File: src/rtl/mediaPkg.sv
package mediaPkg;
  localparam int DATA_W = 64;
  localparam int BYTE_W = 8;
  localparam int WORD_W = 16;
  localparam int NUM_BYTES = DATA_W / BYTE_W;
  localparam int NUM_WORDS = DATA_W / WORD_W;
  localparam int IDX_W = $clog2(NUM_WORDS);
  localparam int OP_W = 4;

  typedef enum logic [OP_W-1:0] {
    OP_AVG_UB  = 4'd0,
    OP_MIN_UB  = 4'd1,
    OP_MAX_UB  = 4'd2,
    OP_MIN_SW  = 4'd3,
    OP_MAX_SW  = 4'd4,
    OP_MULH_UW = 4'd5,
    OP_SAD_UB  = 4'd6,
    OP_EXT_W   = 4'd7,
    OP_INS_W   = 4'd8
  } mediaOp_e;

  typedef struct packed {
    logic load;
    logic selAvg;
    logic selMinU;
    logic selMaxU;
    logic selMinS;
    logic selMaxS;
    logic selMulH;
    logic selSad;
    logic selExt;
    logic selIns;
  } mediaCtrl_t;
endpackage

File: src/rtl/mediaCtrl.sv
module mediaCtrl
  import mediaPkg::*;
(
  input  logic            reqValid,
  input  logic [OP_W-1:0] opcode,
  output mediaCtrl_t      strobes
);
  always_comb begin
    strobes = '0;
    strobes.load = reqValid;
    unique case (opcode)
      OP_AVG_UB:  strobes.selAvg  = 1'b1;
      OP_MIN_UB:  strobes.selMinU = 1'b1;
      OP_MAX_UB:  strobes.selMaxU = 1'b1;
      OP_MIN_SW:  strobes.selMinS = 1'b1;
      OP_MAX_SW:  strobes.selMaxS = 1'b1;
      OP_MULH_UW: strobes.selMulH = 1'b1;
      OP_SAD_UB:  strobes.selSad  = 1'b1;
      OP_EXT_W:   strobes.selExt  = 1'b1;
      OP_INS_W:   strobes.selIns  = 1'b1;
      default:    ;
    endcase
  end
endmodule

File: src/rtl/mediaDatapath.sv
module mediaDatapath
  import mediaPkg::*;
(
  input  logic              clk,
  input  logic              rstN,
  input  mediaCtrl_t        strobes,
  input  logic [IDX_W-1:0]  wordIdx,
  input  logic [DATA_W-1:0] opA,
  input  logic [DATA_W-1:0] opB,
  output logic              resValid,
  output logic [DATA_W-1:0] result
);
  localparam int SAD_W = WORD_W;

  logic [DATA_W-1:0] avgVec, minUVec, maxUVec;
  logic [DATA_W-1:0] minSVec, maxSVec, mulHVec, insVec;
  logic [BYTE_W-1:0] absDiff [NUM_BYTES];
  logic [SAD_W-1:0]  sadSum;
  logic [WORD_W-1:0] extWord;
  logic [DATA_W-1:0] nextRes;

  // Byte lanes
  for (genvar i = 0; i < NUM_BYTES; i++) begin : gByte
    logic [BYTE_W-1:0] aB, bB;
    logic [BYTE_W:0]   avgSum;
    assign aB = opA[i*BYTE_W +: BYTE_W];
    assign bB = opB[i*BYTE_W +: BYTE_W];
    assign avgSum = {1'b0, aB} + {1'b0, bB} + {{BYTE_W{1'b0}}, 1'b1};
    assign avgVec[i*BYTE_W +: BYTE_W]  = avgSum[BYTE_W:1];
    assign minUVec[i*BYTE_W +: BYTE_W] = (aB < bB) ? aB : bB;
    assign maxUVec[i*BYTE_W +: BYTE_W] = (aB > bB) ? aB : bB;
    assign absDiff[i] = (aB >= bB) ? (aB - bB) : (bB - aB);
  end

  // Word lanes
  for (genvar j = 0; j < NUM_WORDS; j++) begin : gWord
    logic [WORD_W-1:0]   aW, bW;
    logic [2*WORD_W-1:0] prod;
    logic                aLess;
    assign aW = opA[j*WORD_W +: WORD_W];
    assign bW = opB[j*WORD_W +: WORD_W];
    assign aLess = $signed(aW) < $signed(bW);
    assign prod = aW * bW;
    assign minSVec[j*WORD_W +: WORD_W] = aLess ? aW : bW;
    assign maxSVec[j*WORD_W +: WORD_W] = aLess ? bW : aW;
    assign mulHVec[j*WORD_W +: WORD_W] = prod[2*WORD_W-1:WORD_W];
    assign insVec[j*WORD_W +: WORD_W] =
      (wordIdx == IDX_W'(j)) ? opB[WORD_W-1:0] : aW;
  end

  // Reduction across byte lanes
  always_comb begin
    sadSum = '0;
    for (int k = 0; k < NUM_BYTES; k++)
      sadSum = sadSum + SAD_W'(absDiff[k]);
  end

  assign extWord = opA[wordIdx*WORD_W +: WORD_W];

  // One-hot select
  always_comb begin
    nextRes = ({DATA_W{strobes.selAvg}}  & avgVec)
            | ({DATA_W{strobes.selMinU}} & minUVec)
            | ({DATA_W{strobes.selMaxU}} & maxUVec)
            | ({DATA_W{strobes.selMinS}} & minSVec)
            | ({DATA_W{strobes.selMaxS}} & maxSVec)
            | ({DATA_W{strobes.selMulH}} & mulHVec)
            | ({DATA_W{strobes.selIns}}  & insVec);
    if (strobes.selSad) nextRes = nextRes | DATA_W'(sadSum);
    if (strobes.selExt) nextRes = nextRes | DATA_W'(extWord);
  end

  always_ff @(posedge clk) begin
    if (!rstN) begin
      resValid <= 1'b0;
      result   <= '0;
    end else begin
      resValid <= strobes.load;
      if (strobes.load) result <= nextRes;
    end
  end
endmodule

File: src/rtl/mediaAlu.sv
module mediaAlu
  import mediaPkg::*;
(
  input  logic              clk,
  input  logic              rstN,
  input  logic              reqValid,
  input  logic [OP_W-1:0]   opcode,
  input  logic [IDX_W-1:0]  wordIdx,
  input  logic [DATA_W-1:0] opA,
  input  logic [DATA_W-1:0] opB,
  output logic              resValid,
  output logic [DATA_W-1:0] result
);
  mediaCtrl_t strobes;

  mediaCtrl uCtrl (
    .reqValid (reqValid),
    .opcode   (opcode),
    .strobes  (strobes)
  );

  mediaDatapath uDp (
    .clk      (clk),
    .rstN     (rstN),
    .strobes  (strobes),
    .wordIdx  (wordIdx),
    .opA      (opA),
    .opB      (opB),
    .resValid (resValid),
    .result   (result)
  );
endmodule

File: config.mk
export PLATFORM = sky130hd
export DESIGN_NAME = mediaAlu
export DESIGN_NICKNAME = d
export VERILOG_FILES = /design/src/rtl/mediaPkg.sv /design/src/rtl/mediaCtrl.sv /design/src/rtl/mediaDatapath.sv /design/src/rtl/mediaAlu.sv
export SDC_FILE = /design/constraint.sdc
export NUM_CORES = 2
export LEC_CHECK = 0
export BUFFER_PORTS_ARGS = -buffer_cell sky130_fd_sc_hd__buf_2
export CELL_PAD_IN_SITES_DETAIL_PLACEMENT = 0
export CELL_PAD_IN_SITES_GLOBAL_PLACEMENT = 1
export CORE_AREA = 2 2 259 363
export CTS_BUF_LIST = sky130_fd_sc_hd__clkbuf_8 sky130_fd_sc_hd__clkbuf_16
export DETAILED_ROUTE_END_ITERATION = 16
export DIE_AREA = 0 0 261 365
export PLACE_DENSITY_LB_ADDON = 0.1
export SYNTH_ARGS = -nofsm -noshare
export SYNTH_HDL_FRONTEND = slang
export SYNTH_HIERARCHICAL = 1
export SYNTH_SLANG_ARGS = --single-unit
File: constraint.sdc
create_clock -name clk -period 9.8 [get_ports clk]
set_input_delay 0.98 -clock clk [delete_from_list [all_inputs] [get_ports clk]]
set_output_delay 0.98 -clock clk [all_outputs]
set_load 0.005 [all_outputs]
# Yosys cells after proc, flatten, opt, wreduce, memory -nomap -nowiden
# Cells that the tools add are included.
# word_totals
ff_bits	65
out_inout_bits	65
word_cells	149
# classes
add_sub_neg	39
mul	4
order_cmp	28
n_eq_ne	11
shift	1
n_mux	47
bitwise	15
reduce_logical	2
# ops
cell	count
AND 64 bit	7
OR 64 bit	6
2-to-1 mux 16 bit	12
2-to-1 mux 8 bit	24
multiplier 16 x 16 -> 32 bit	4
2-to-1 mux 64 bit	2
OR 64 x 16 -> 64 bit	2
subtractor 8 bit	16
adder 16 x 8 -> 16 bit	6
adder 8 x 8 -> 9 bit	9
adder 9 x 1 -> 9 bit, second input constant	8
>= comparator 8 bit	8
greater-than comparator 8 bit	8
less-than comparator 16 bit	4
less-than comparator 8 bit	8
indexed part select 64 x 7 -> 16 bit	1
== test 4 x 3 -> 1 bit, second input constant	4
2-to-1 mux 1 bit	9
== test 4 x 2 -> 1 bit, second input constant	2
== test 2 bit, second input constant	2
== test 4 x 1 -> 1 bit, second input constant	1
== test 4 bit, second input constant	1
logical NOT 4 bit	1
== test 2 x 1 -> 1 bit, second input constant	1
logical NOT 2 bit	1

# Longest topological paths before layout
# depth
word_depth	13
mapped_depth	32
mapped_depth_nobuf	30

# By module
# Netlist, hierarchy kept.
# modules_own_cells
module	instances	cells_per_inst	area_each_um2
mediaDatapath	1	5563	45570.0
mediaCtrl	1	10	97.6

# Worst setup path after synthesis
# OpenSTA, ideal clock, no wires.
# synth_timing
path_type	input port to flip-flop
start	input opA[16]
end	register uDp.result[9]
setup_time_ns	0.128
arrival_ns	7.748
required_time_ns	9.672
path_slack_ns	1.924
stages	27
cell_sequence	clkbuf_1 inv_1 clkbuf_1 ha_1 inv_1 fa_1 nand3_1 a21oi_1 nor3_2 mux2_2 a31o_2 a21oi_1 xnor2_1 fa_1 fa_1 fa_1 fa_1 inv_1 ha_1 and3_1 a2111oi_0 o21bai_1 a21oi_1 xnor2_1 a221o_1 a221oi_1 a21oi_1
# synth_via
elab_chain_len	12
# synth_rtl
element	line	text
start, declared	mediaAlu.sv:9	input logic [DATA_W-1:0] opA,
subtractor 8 bit / >= comparator 8 bit (equally long branches)	mediaDatapath.sv:32	assign absDiff[i] = (aB >= bB) ? (aB - bB) : (bB - aB);
2-to-1 mux 8 bit (*)	mediaDatapath.sv:32	
adder 16 x 8 -> 16 bit (*) (6 in a row)	mediaDatapath.sv:55	sadSum = sadSum + SAD_W'(absDiff[k]);
OR 64 x 16 -> 64 bit (*)	mediaDatapath.sv:69	if (strobes.selSad) nextRes = nextRes | DATA_W'(sadSum);
2-to-1 mux 64 bit (*)	mediaDatapath.sv:69	
OR 64 x 16 -> 64 bit	mediaDatapath.sv:70	if (strobes.selExt) nextRes = nextRes | DATA_W'(extWord);
2-to-1 mux 64 bit (*)	mediaDatapath.sv:70	
end signal, assigned	mediaDatapath.sv:79	if (strobes.load) result <= nextRes;
end, declared	mediaDatapath.sv:11	output logic [DATA_W-1:0] result
# Mark *: on every way between the ends. The rest lies on a longest branch, timed or not.
# A chain may end at the register's enable or synchronous reset.

# Final worst setup path
# layout_timing
start	input opA[37]
end	register uDp.result[9]
# layout_via
elab_chain_len	10
# layout_rtl
element	line
subtractor 8 bit / >= comparator 8 bit (equally long branches)	mediaDatapath.sv:32
2-to-1 mux 8 bit (*)	mediaDatapath.sv:32
adder 16 x 8 -> 16 bit (*) (4 in a row)	mediaDatapath.sv:55
OR 64 x 16 -> 64 bit (*)	mediaDatapath.sv:69
2-to-1 mux 64 bit (*)	mediaDatapath.sv:69
OR 64 x 16 -> 64 bit	mediaDatapath.sv:70
2-to-1 mux 64 bit (*)	mediaDatapath.sv:70
# Marked as above.

==> impl.org <==
** Detailed routing
- After detailed routing, the average wire length per cell comes to 25.50 um.
- After detailed routing, the met2 layer carries 84,790 um of wire.
- Top layer used by detailed routing :: met5
- Iteration-0 DRC count of the detailed router :: 2,954
- Dividing the detail-routed via count by the number of cells gives 5.822.
- Detailed-routed wire length on met3 :: 10,360 um
- The detail route stage leaves a number of antenna-violating nets equal to 0.
- For this run, design rule violations remaining after detail routing come to 0.
- Summing over every cut layer, the via total after detailed routing is 39,728.
- M1 WL :: 66,910 um
- First-pass iteration count of the detailed router :: 5
- Overall routed net length :: 174,000 um

** Clock tree
- The tree built by TritonCTS fans out to 65 sinks.
- CTS tree :: yes
- In this run the deepest clock path goes through 2 buffers.
- The H-tree was split into 3 levels.
- In this run the clock root is driven by a clkbuf_16.
- After clock tree synthesis, the clock-pin slew on the worst setup and hold paths is 0.08 ns.
- Post-CTS timing repair inserted 0 buffers for setup.
- Total of hold buffers inserted after clock tree synthesis :: 0
- Clock insertion delay at the later pin of the skew report :: 0.44 ns
- In this run, post-CTS repair resized a total of 0 instances.
- Number of clock buffers inserted by TritonCTS :: 9

** STA
- At the pin with the least slew margin, the transition time is 1.099 ns.
- Setup violations, final :: 0
- Setup_tns :: 0 ns
- The smallest clock period supported by the final layout is computed as 8.389 ns.
- Hold violation count in the final report :: 0
- Worst Clk Skew :: 0 ns
- Headroom to the max-slew limit came out at 0.2668.
- Part of the cycle the worst path needs :: 0.8560
- Setup repair after global routing left no endpoint under its margin.
- The final-report max-slew violation count came to 0.
- Maximum clock frequency :: 119.2 MHz

** Power and ir drop
- For this design the ratio of total power to cell area is 344.6 mW/mm^2.
- Static leakage :: 25.02 nW
- Across the VDD grid, the largest voltage drop is 1233 uV.

** Global route
- The first global-routing pass estimated 259,700 um of wire.
- After global routing the overflow that remains totals 0.
- Entering global routing, the biggest net connects 55 pins.
- The initial antenna violation count is 10.
- Global router's overall resource usage :: 0.3719
- Number of global-route vias before repair :: 41,515

** Min path
- Min-Delay Startpoint :: uDp/result[21]$_SDFFE_PN0P_
- Worst Hold Path EP :: uDp/result[21]$_SDFFE_PN0P_
- Min-Delay Path Class :: flip-flop to flip-flop
- Hold Path Stages :: 2

** Setup path
- Critical path's slowest cell :: a2111oi_0
- Crit end category :: flip-flop
- Highest net fanout along the worst path :: 16
- Beginning of the worst register-to-register path :: uDp/result[62]$_SDFFE_PN0P_
- The worst setup path is launched from a primary input.
- For the worst setup path, the data arrival time is 8.71 ns.
- The worst register-to-register path has a depth of 4.
- Critical Path Most Common Cell :: fa_1
- The endpoint identified for the worst register-to-register timing path is uDp/result[62]$_SDFFE_PN0P_.
- For flop-to-flop paths, the worst setup slack is 8.63 ns.
- The worst setup path is of the primary input to flip-flop kind.
- Required time of the worst setup path :: 10.12 ns
- Slowest cell delay on critical path :: 0.68 ns

** Floorplan
- Number of top-level design ports :: 202
- The initial utilization of the core area, before any placement, comes to 0.4955.
- Die extent in y :: 365 um
- The die covers 0.09527 mm^2.
- Total number of placement rows :: 132
- Area of the core region :: 0.09216 mm^2
- From left edge to right edge, the die measures 261 um.

** Layout
- Leaving out filler cells and counting taps, the final layout contains 6,824.
- From synthesis to final layout, the design area changed by 5.386%.
- Fill cells in the final layout number 9,202.
- After routing the design area is 0.04813 mm^2.
- Share of cells above drive strength 1 :: 0.06766
- Number of nets in the layout :: 7,197

** Place
- Input and output buffers added on the ports amount to 201.
- DPL Wire Length :: 139,000 um
- In this run the cell area measured after placement is 0.04779 mm^2.
- After detailed placement, the design holds a cell count of 6,806.
- Routability-driven placement finished with a final weighted congestion of 0.9589.

** Synth
- Syn Inst Count :: 5,573
- By area, the combinational part of the netlist is dominated by adder cells.
- Post-synthesis share of cell area spent on xor and xnor gates :: 0.03011
- In this run, synthesis produced a sequential element count of 65.
- The average instance in the mapped netlist occupies 8.194 um^2.
- Mapped cell area :: 0.04567 mm^2
- Of the total synthesized cell area, the portion taken by full adders, half adders and majority gates is 0.5356.
- Of the total synthesized cell area, the portion taken by AND, OR, NAND and NOR gates is 0.1378.
- Among all flip-flop cells after synthesis, the most frequent one is dfxtp_1.
- Number of warnings printed during yosys synthesis :: 6
- Distinct cell type count of the synthesized netlist :: 93
- The synthesized design contains 0 enable-type register cells.
- Sequential area share after synthesis :: 0.02849
- Synthesized net count :: 7,159
- Of all flip-flops after synthesis, the portion carrying an async set or reset was 0.
- Compound-Gate Fraction of Synth Area :: 0.1162
- Of the post-synthesis cell area, the part taken by muxes is 0.02732.

** Job
- Across the run, the number of max-cap violations was 0.

** Outcome
- The run finished with clean final reports.
==> cells in the final DEF, fill, tap and decap left out, types with 22 or more instances in the layout <==
cell         n
xor2_1      49
nand4_1     22
dfxtp_1     65
nand3_1     41
and2_1      65
clkinv_1    31
a31oi_1     35
nand2_1    816
buf_2      200
o21ai_0    202
a221oi_1    64
a21oi_1    231
fa_1       843
xnor2_1    108
a22oi_1     24
buf_4       73
nor2_1     410
ha_1       606
inv_1     1222
a21o_1      34
mux2i_1     65
nor2b_1     24
==> per-layer routing <==
layer	vias to the layer above	GRT usage
met4	8	0.2180
met2	1587	0.6356
met3	424	0.04462
met1	20249	0.4507
li1	17460	-
met5	-	0
==> state kept, by name, indices dropped and copies added, names as in the netlist <==
name	flops
uDp/result	64
uDp/resValid	1
==> worst max-delay path by stage <==
| stage | startpoint | end | slack, ns |
|---|---|---|---|
| 3_5_place_dp | opA[37] | uDp/result[9]$_SDFFE_PN0P_ | 1.12 |
| 6_report | opA[37] | uDp/result[9]$_SDFFE_PN0P_ | 1.41 |
| 2_1_floorplan | opA[16] | uDp/result[9]$_SDFFE_PN0P_ | 1.92 |
| 5_1_grt | opA[37] | uDp/result[9]$_SDFFE_PN0P_ | 1.02 |
| 4_1_cts | opA[37] | uDp/result[9]$_SDFFE_PN0P_ | 1.59 |
| 3_3_place_gp | opA[37] | uDp/result[9]$_SDFFE_PN0P_ | 1.20 |
==> kinds of logic (layout without fill, tap and decap cells) <==
kind of cell               Yosys count  count (layout)
and+or+nand+nor                   1488            1488
AOI/OAI and AO/OA                  812             812
other                                0               2
DFF                                 65              65
buffers and inverters             1500            1543
adders and majority gates         1449            1449
muxes                              102             102
xor gates and xnor gates           157             157
==> critical path, delay by kind of cell <==
kind	cells	cell delay, ns
muxes	1	0.23
AOI/OAI and AO/OA	8	2.07
adders and majority gates	6	2.78
buffers and inverters	6	1.30
and+or+nand+nor	4	0.93
xor gates and xnor gates	2	0.44
==> Yosys cell counts, types with 21 or more instances <==
cell      count  area, um^2
nor2_1      411        1543
o21ai_0     202        1011
ha_1        606        7582
o21bai_1     21       157.7
a221oi_1     64       560.5
nor2b_1      24       150.1
xor2_1       49       429.2
a31oi_1      35       219.0
and2_1       65       406.6
clkinv_1     30       112.6
a22oi_1      24       180.2
o211ai_1     21       157.7
a21o_1       34       255.2
fa_1        843       16880
inv_1      1222        4587
mux2i_1      65       650.6
nand4_1      22       137.6
a21oi_1     231        1156
buf_2        25       125.1
nand2_1     816        3063
dfxtp_1      65        1301
clkbuf_1    208       780.8
nand3_1      41       205.2
xnor2_1     108       945.9
o221ai_1     21       183.9
==> per-stage QoR <==
stage	hold slack (ns)	setup slack, ns	total power, mW	utilization
6_report	0.5200	1.411	16.58	0.5222
4_1_cts	0.5271	1.594	16.53	0.5222
5_1_grt	0.5565	1.024	18.34	0.5222
3_3_place_gp	0.4897	1.202	15.85	0.5186
3_5_place_dp	0.5019	1.123	15.97	0.5186
2_1_floorplan	0.4870	1.924	10.95	-
==> final cells by class <==
| cell class | count | area [um^2] | area share |
|---|---|---|---|
| Inverter | 1254 | 4707 | 0.09780 |
| Tap cell | 1206 | 1509 | 0.03135 |
| Sequential cell | 65 | 1301 | 0.02704 |
| Timing Repair Buffer | 273 | 1549 | 0.03219 |
| Clock buffer | 14 | 294.0 | 0.006109 |
| Multi-Input combinational cell | 4008 | 38730 | 0.8047 |
| Antenna cell | 2 | 5.005 | 0.0001040 |
| Clock inverter | 2 | 33.78 | 0.0007019 |
==> where the power goes <==
group	switching [mW]	internal [mW]	leakage (nW)
Sequential	0.0353	0.304	0.538
Combinational	9.75	6.07	24.3
Clock	0.196	0.231	0.166
Note: power is estimated with default switching activity, not from simulation.
